$ cat src/rtl/spi_dma_pkg.sv
package spi_dma_pkg;

  localparam int unsigned REG_W  = 32;
  localparam int unsigned ADDR_W = 2;

  localparam logic [ADDR_W-1:0] A_CTRL  = 2'd0;
  localparam logic [ADDR_W-1:0] A_LEVEL = 2'd1;
  localparam logic [ADDR_W-1:0] A_STAT  = 2'd2;

  localparam int unsigned BIT_RX_EN   = 0;
  localparam int unsigned BIT_TX_EN   = 8;
  localparam int unsigned BIT_RX_DONE = 7;
  localparam int unsigned BIT_TX_DONE = 8;
  localparam int unsigned TX_SEL_LSB  = 0;
  localparam int unsigned RX_SEL_LSB  = 8;
  localparam int unsigned SEL_W       = 3;

  typedef enum logic [SEL_W-1:0] {
    LVL_QTR  = 3'd0,
    LVL_HALF = 3'd1,
    LVL_3QTR = 3'd2,
    LVL_END  = 3'd3
  } lvl_code_e;

  // Threshold in entries. The END code means full for RX and empty for TX.
  function automatic int unsigned lvl_entries(input logic [SEL_W-1:0] code,
                                              input int unsigned depth,
                                              input bit is_tx);
    case (code)
      LVL_QTR:  return depth / 4;
      LVL_HALF: return depth / 2;
      LVL_3QTR: return (3 * depth) / 4;
      LVL_END:  return is_tx ? 0 : depth;
      default:  return depth / 2;
    endcase
  endfunction

endpackage

$ cat src/rtl/spi_dma_regs.sv
module spi_dma_regs
  import spi_dma_pkg::*;
(
  input  logic              clk,
  input  logic              rst_n,
  input  logic              wr,
  input  logic [ADDR_W-1:0] addr,
  input  logic [REG_W-1:0]  wdata,
  output logic [REG_W-1:0]  rdata,
  input  logic              tx_done_i,
  input  logic              rx_done_i,
  output logic              rx_en,
  output logic              tx_en,
  output logic [SEL_W-1:0]  rx_sel,
  output logic [SEL_W-1:0]  tx_sel,
  output logic              tx_sts,
  output logic              rx_sts
);

  logic wr_ctrl, wr_level, wr_stat;
  logic clr_tx, clr_rx;

  assign wr_ctrl  = wr && (addr == A_CTRL);
  assign wr_level = wr && (addr == A_LEVEL);
  assign wr_stat  = wr && (addr == A_STAT);
  assign clr_tx   = wr_stat && wdata[BIT_TX_DONE];
  assign clr_rx   = wr_stat && wdata[BIT_RX_DONE];

  // Write data bits that no register uses.
  logic unused_wdata;
  assign unused_wdata = ^{wdata[REG_W-1:RX_SEL_LSB+SEL_W], wdata[6:TX_SEL_LSB+SEL_W]};

  always_ff @(posedge clk or negedge rst_n) begin
    if (!rst_n) begin
      rx_en <= 1'b0;
      tx_en <= 1'b0;
    end else if (wr_ctrl) begin
      rx_en <= wdata[BIT_RX_EN];
      tx_en <= wdata[BIT_TX_EN];
    end
  end

  always_ff @(posedge clk or negedge rst_n) begin
    if (!rst_n) begin
      rx_sel <= LVL_HALF;
      tx_sel <= LVL_HALF;
    end else if (wr_level) begin
      rx_sel <= wdata[RX_SEL_LSB +: SEL_W];
      tx_sel <= wdata[TX_SEL_LSB +: SEL_W];
    end
  end

  // A done pulse takes priority over a clearing write.
  always_ff @(posedge clk or negedge rst_n) begin
    if (!rst_n) begin
      tx_sts <= 1'b0;
      rx_sts <= 1'b0;
    end else begin
      tx_sts <= tx_done_i | (tx_sts & ~clr_tx);
      rx_sts <= rx_done_i | (rx_sts & ~clr_rx);
    end
  end

  always_comb begin
    rdata = '0;
    case (addr)
      A_CTRL: begin
        rdata[BIT_RX_EN] = rx_en;
        rdata[BIT_TX_EN] = tx_en;
      end
      A_LEVEL: begin
        rdata[RX_SEL_LSB +: SEL_W] = rx_sel;
        rdata[TX_SEL_LSB +: SEL_W] = tx_sel;
      end
      A_STAT: begin
        rdata[BIT_TX_DONE] = tx_sts;
        rdata[BIT_RX_DONE] = rx_sts;
      end
      default: rdata = '0;
    endcase
  end

  p_tx_set_r7: assert property (@(posedge clk) disable iff (!rst_n)
    tx_done_i |=> tx_sts);
  p_rx_set_r7: assert property (@(posedge clk) disable iff (!rst_n)
    rx_done_i |=> rx_sts);
  p_tx_clear_r8: assert property (@(posedge clk) disable iff (!rst_n)
    (clr_tx && !tx_done_i) |=> !tx_sts);
  p_rx_clear_r8: assert property (@(posedge clk) disable iff (!rst_n)
    (clr_rx && !rx_done_i) |=> !rx_sts);
  p_tx_hold_r8: assert property (@(posedge clk) disable iff (!rst_n)
    (!clr_tx && !tx_done_i) |=> $stable(tx_sts));
  p_collide_r9: assert property (@(posedge clk) disable iff (!rst_n)
    (clr_tx && tx_done_i) |=> tx_sts);

endmodule

$ cat src/rtl/spi_dma_chan.sv
module spi_dma_chan
  import spi_dma_pkg::*;
#(
  parameter int unsigned DEPTH = 8,
  parameter bit          IS_TX = 1'b0,
  localparam int unsigned CW   = $clog2(DEPTH + 1)
) (
  input  logic             clk,
  input  logic             rst_n,
  input  logic             en,
  input  logic [SEL_W-1:0] sel,
  input  logic [CW-1:0]    fill,
  output logic             single_req,
  output logic             burst_req
);

  logic [CW-1:0] thr;
  assign thr = CW'(lvl_entries(sel, DEPTH, IS_TX));

  generate
    if (IS_TX) begin : g_tx
      // TX: a free slot permits a single move; draining to the threshold permits a burst.
      assign single_req = en && (fill < CW'(DEPTH));
      assign burst_req  = en && (fill <= thr);

      p_burst_needs_single_r5: assert property (@(posedge clk) disable iff (!rst_n)
        burst_req |-> single_req);
    end else begin : g_rx
      // RX: any entry permits a single move; filling to the threshold permits a burst.
      assign single_req = en && (fill != '0);
      assign burst_req  = en && (fill >= thr);

      p_burst_needs_single_r3: assert property (@(posedge clk) disable iff (!rst_n)
        burst_req |-> single_req);
    end
  endgenerate

endmodule

$ cat src/rtl/spi_dma_req_gen.sv
module spi_dma_req_gen
  import spi_dma_pkg::*;
#(
  parameter int unsigned DEPTH = 8,
  localparam int unsigned CW   = $clog2(DEPTH + 1)
) (
  input  logic              clk,
  input  logic              rst_n,
  input  logic              reg_wr,
  input  logic [ADDR_W-1:0] reg_addr,
  input  logic [REG_W-1:0]  reg_wdata,
  output logic [REG_W-1:0]  reg_rdata,
  input  logic [CW-1:0]     tx_fill,
  input  logic [CW-1:0]     rx_fill,
  input  logic              tx_dma_done,
  input  logic              rx_dma_done,
  output logic              tx_single_req,
  output logic              tx_burst_req,
  output logic              rx_single_req,
  output logic              rx_burst_req,
  output logic              tx_done_raw,
  output logic              rx_done_raw
);

  logic             rx_en_w, tx_en_w;
  logic [SEL_W-1:0] rx_sel_w, tx_sel_w;
  logic [CW-1:0]    tx_fill_q, rx_fill_q;

  spi_dma_regs u_regs (
    .clk       (clk),
    .rst_n     (rst_n),
    .wr        (reg_wr),
    .addr      (reg_addr),
    .wdata     (reg_wdata),
    .rdata     (reg_rdata),
    .tx_done_i (tx_dma_done),
    .rx_done_i (rx_dma_done),
    .rx_en     (rx_en_w),
    .tx_en     (tx_en_w),
    .rx_sel    (rx_sel_w),
    .tx_sel    (tx_sel_w),
    .tx_sts    (tx_done_raw),
    .rx_sts    (rx_done_raw)
  );

  always_ff @(posedge clk or negedge rst_n) begin
    if (!rst_n) begin
      tx_fill_q <= CW'(DEPTH);
      rx_fill_q <= '0;
    end else begin
      tx_fill_q <= tx_fill;
      rx_fill_q <= rx_fill;
    end
  end

  spi_dma_chan #(.DEPTH(DEPTH), .IS_TX(1'b1)) u_tx (
    .clk        (clk),
    .rst_n      (rst_n),
    .en         (tx_en_w),
    .sel        (tx_sel_w),
    .fill       (tx_fill_q),
    .single_req (tx_single_req),
    .burst_req  (tx_burst_req)
  );

  spi_dma_chan #(.DEPTH(DEPTH), .IS_TX(1'b0)) u_rx (
    .clk        (clk),
    .rst_n      (rst_n),
    .en         (rx_en_w),
    .sel        (rx_sel_w),
    .fill       (rx_fill_q),
    .single_req (rx_single_req),
    .burst_req  (rx_burst_req)
  );

  p_rx_off_r6: assert property (@(posedge clk) disable iff (!rst_n)
    !rx_en_w |-> (!rx_single_req && !rx_burst_req));
  p_tx_off_r6: assert property (@(posedge clk) disable iff (!rst_n)
    !tx_en_w |-> (!tx_single_req && !tx_burst_req));
  p_rx_follow_r10: assert property (@(posedge clk) disable iff (!rst_n)
    (rx_en_w && $past(rst_n)) |-> (rx_single_req == ($past(rx_fill) != '0)));
  p_tx_follow_r10: assert property (@(posedge clk) disable iff (!rst_n)
    (tx_en_w && $past(rst_n)) |-> (tx_single_req == ($past(tx_fill) < CW'(DEPTH))));

endmodule

$ cat config.mk
export PLATFORM = sky130hd
export DESIGN_NAME = spi_dma_req_gen
export DESIGN_NICKNAME = d
export VERILOG_FILES = /design/src/rtl/spi_dma_pkg.sv /design/src/rtl/spi_dma_regs.sv /design/src/rtl/spi_dma_chan.sv /design/src/rtl/spi_dma_req_gen.sv
export SDC_FILE = /design/constraint.sdc
export NUM_CORES = 1
export LEC_CHECK = 0
export CAP_MARGIN = 5
export CORE_ASPECT_RATIO = 0.6
export CORE_UTILIZATION = 36
export CTS_CLUSTER_SIZE = 14
export DETAILED_ROUTE_END_ITERATION = 10
export GPL_ROUTABILITY_DRIVEN = 0
export HOLD_SLACK_MARGIN = 0.12
export MAX_ROUTING_LAYER = met4
export PLACE_DENSITY = 0.95
export SYNTH_ARGS = -nofsm -noshare
export SYNTH_HDL_FRONTEND = slang
export SYNTH_HIERARCHICAL = 1
export SYNTH_SLANG_ARGS = --single-unit
$ cat constraint.sdc
create_clock -name clk -period 2.95 [get_ports clk]
set_input_delay 0.295 -clock clk [delete_from_list [all_inputs] [get_ports clk]]
set_output_delay 0.295 -clock clk [all_outputs]
set_load 0.02 [all_outputs]
==> impl_metrics.json <==
{
  "grt_overflow": 0,
  "wl_met1_um": 873,
  "clockPowerShare": 0.270,
  "ys_seq_elements": 18,
  "io_buffers": 34,
  "worstSetupStartpointType": "flip-flop",
  "cts.sinks": 18,
  "core_um2": 2890,
  "cp.arrival_ns": 2.18,
  "grt_pass1_vias": 693,
  "fp.dieW_um": 73.2,
  "syn_area_per_cell_um2": 11.4,
  "synth_cells": 96,
  "antenna_left": 0,
  "io_pins": 85,
  "max_freq_mhz": 403,
  "synth.distinct_cells": 29,
  "root_buffer": "clkbuf_8",
  "numCtsBuffers": 3,
  "dr.first_iter.drc_count": 7,
  "placed_cells": 170,
  "wirelength_um": 1980,
  "min_period_ns": 2.48,
  "p_per_area_nw_per_um2": 515,
  "crit_path_end_kind": "output port",
  "htreeDepth": 1,
  "finalNonFillerCells": 174,
  "ctsResizeCount": 0,
  "route.met2.wl_um": 927,
  "cts_tree": "yes",
  "rsz0062_at_grt": "no",
  "grt_max_degree": 19,
  "yosysWarnings": 6,
  "synth-edff-count": 0,
  "placementRows": 15,
  "fin_crit_sh": 0.840,
  "ys_seq_area_frac": 0.414,
  "async_flop_share": 1.00,
  "path_max_fanout": 4,
  "initial_core_util": 0.379,
  "cts_buffer_depth": 2,
  "required_ns": 2.65,
  "vias": 734,
  "timing.rr.start": "u_regs/rx_en",
  "worst_pin_slew_ns": 0.777,
  "drive_gt1_frac": 0.136,
  "synth_top_area_share": 0.342,
  "holdBufCountCts": 0,
  "area_growth_pct": 31.2,
  "grt_use_total": 0.136,
  "switchingPower_uw": 222,
  "clock_latency_ns": 0.25,
  "num_antenna_cells": 0,
  "hold_ws_ns": 0.443,
  "power.internal_uw": 518,
  "power_frac_seq": 0.416,
  "setup_viol": 0,
  "synth_most_common_cell": "buf_4",
  "swShare": 0.300,
  "cts_setup_buffers": 0,
  "status": "complete, no violations",
  "comb_power_share": 0.314,
  "netlist_area_um2": 1100,
  "whs_path_depth": 1,
  "r2r_setup_slack_ns": 2.13,
  "fin_nets": 185,
  "route.detailed.drc": 0,
  "clk_pin_slew_ns": 0.07,
  "hpwl_um": 1610,
  "hold_start": "tx_fill[3]",
  "synth_area_leader_cell": "dfrtp_1",
  "r2r_cells": 1,
  "max_cap_violations": 0,
  "clock_skew_ns": 0,
  "antenna_found_initial": 0,
  "whs_endpoint": "tx_fill_q[3]",
  "crit_type": "reg2out",
  "dr.max_layer_used": "met4",
  "hold_violations": 0,
  "synth.area.top_cells": "dfrtp_1, buf_4, mux2_4, dfstp_2, ha_1",
  "wl_met3_um": 174,
  "max_slew_margin": 0.481,
  "slew_viol_final": 0,
  "ir_worst_vdd_mv": 0.227,
  "tns_ns": 0,
  "routedWlPerCell_um": 11.4,
  "vias_per_cell": 4.22,
  "first_pass_iters": 3,
  "r2r_end": "u_regs/rx_en",
  "hp-class": "in2reg",
  "die_h_um": 44.7,
  "n_fill_cell": 279,
  "ys_top_cells_by_count": "buf_4, dfrtp_1, mux2_4",
  "grt_pass1_wl_um": 3080,
  "die_area_um2": 3280,
  "synth_ff_type": "dfrtp_1",
  "p_leak_nw": 0.680
}
[power by group through the flow]
stage,logic (mW),clock network (mW),registers [mW]
global route,0.254,0.221,0.312
global placement,0.225,0,0.309
CTS,0.235,0.207,0.308
detailed placement,0.233,0,0.312
finish,0.232,0.200,0.308
floorplan,0.171,0,0.304
[layout make-up]
class	count	area, µm²	area share
multi-input cells	71	513	0.357
well taps	42	52.6	0.0366
inverters	4	15.0	0.0104
flip-flops and latches	18	454	0.316
repair buffers	35	348	0.242
clock buffers	4	55.1	0.0383
[registers in the layout (all words and copies together), names as in the netlist]
| register | flops |
|---|---|
| u_regs/rx_en | 1 |
| u_regs/tx_sts | 1 |
| u_regs/rx_sel | 3 |
| tx_fill_q | 4 |
| rx_fill_q | 4 |
| u_regs/tx_sel | 3 |
| u_regs/rx_sts | 1 |
| u_regs/tx_en | 1 |
[kinds of logic (layout without fill, tap and decap cells)]
kind of cell / count (synthesis) / after routing / synth area share
multiplexers: 10 / 10 / 0.121
buffers and inverters: 31 / 43 / 0.200
adder cells (fa/ha/maj): 5 / 5 / 0.0571
AO/OA/AOI/OAI: 8 / 8 / 0.0571
flip-flops: 18 / 18 / 0.414
XOR/XNOR: 2 / 2 / 0.0160
other: 1 / 25 / 0.00342
AND/OR/NAND/NOR: 21 / 21 / 0.131
[routing by layer]
metal | GRT usage | vias up
li1 | - | 343
met1 | 0.155 | 353
met2 | 0.220 | 36
met3 | 0.0603 | 2
met4 | 0.0353 | 0
met5 | - | -
[worst max-delay path: stages, from the launching register on]
cell             delay, ns
dfstp_2               0.57
xor2_1                0.14
nor2_1                0.06
ha_1                  0.29
and3b_1               0.17
o21a_1                0.18
clkdlybuf4s50_1       0.53
[placed cells by master, fill, tap and decap left out, drive strengths merged]
cell	n
a21o	2
a21oi	1
a41o	1
and2	4
and3b	2
buf	1
clkbuf	4
clkdlybuf4s50	34
conb	25
dfrtp	15
dfstp	3
ha	5
inv	4
mux2	8
mux2i	2
nand2	2
nand3	1
nand3b	2
nand4b	2
nor2	5
nor2b	2
nor3b	1
o21a	1
o21ai	1
o2bb2ai	1
o41a	1
xor2	2
[worst max path at each step]
stage | depth (start not counted) | startpoint | end
CTS | 6 | u_regs/tx_sel[0] | tx_burst_req
global placement | 5 | reg_addr[0] | reg_rdata[8]
global route | 6 | u_regs/tx_sel[0] | tx_burst_req
detailed placement | 5 | reg_addr[0] | reg_rdata[8]
floorplan | 5 | u_regs/tx_sel[0] | tx_burst_req
finish | 6 | u_regs/tx_sel[0] | tx_burst_req
[metrics by stage]
stage          setup slack (ns)  instance area (µm²)  power (mW)  utilization
2_1_floorplan              1.27                 1190       0.475            -
3_3_place_gp              0.641                 1380       0.534        0.478
3_5_place_dp              0.597                 1380       0.545        0.478
4_1_cts                   0.457                 1440       0.750        0.497
5_1_grt                   0.365                 1440       0.787        0.497
6_report                  0.471                 1440       0.740        0.497
(Power assumes the default switching activity.)
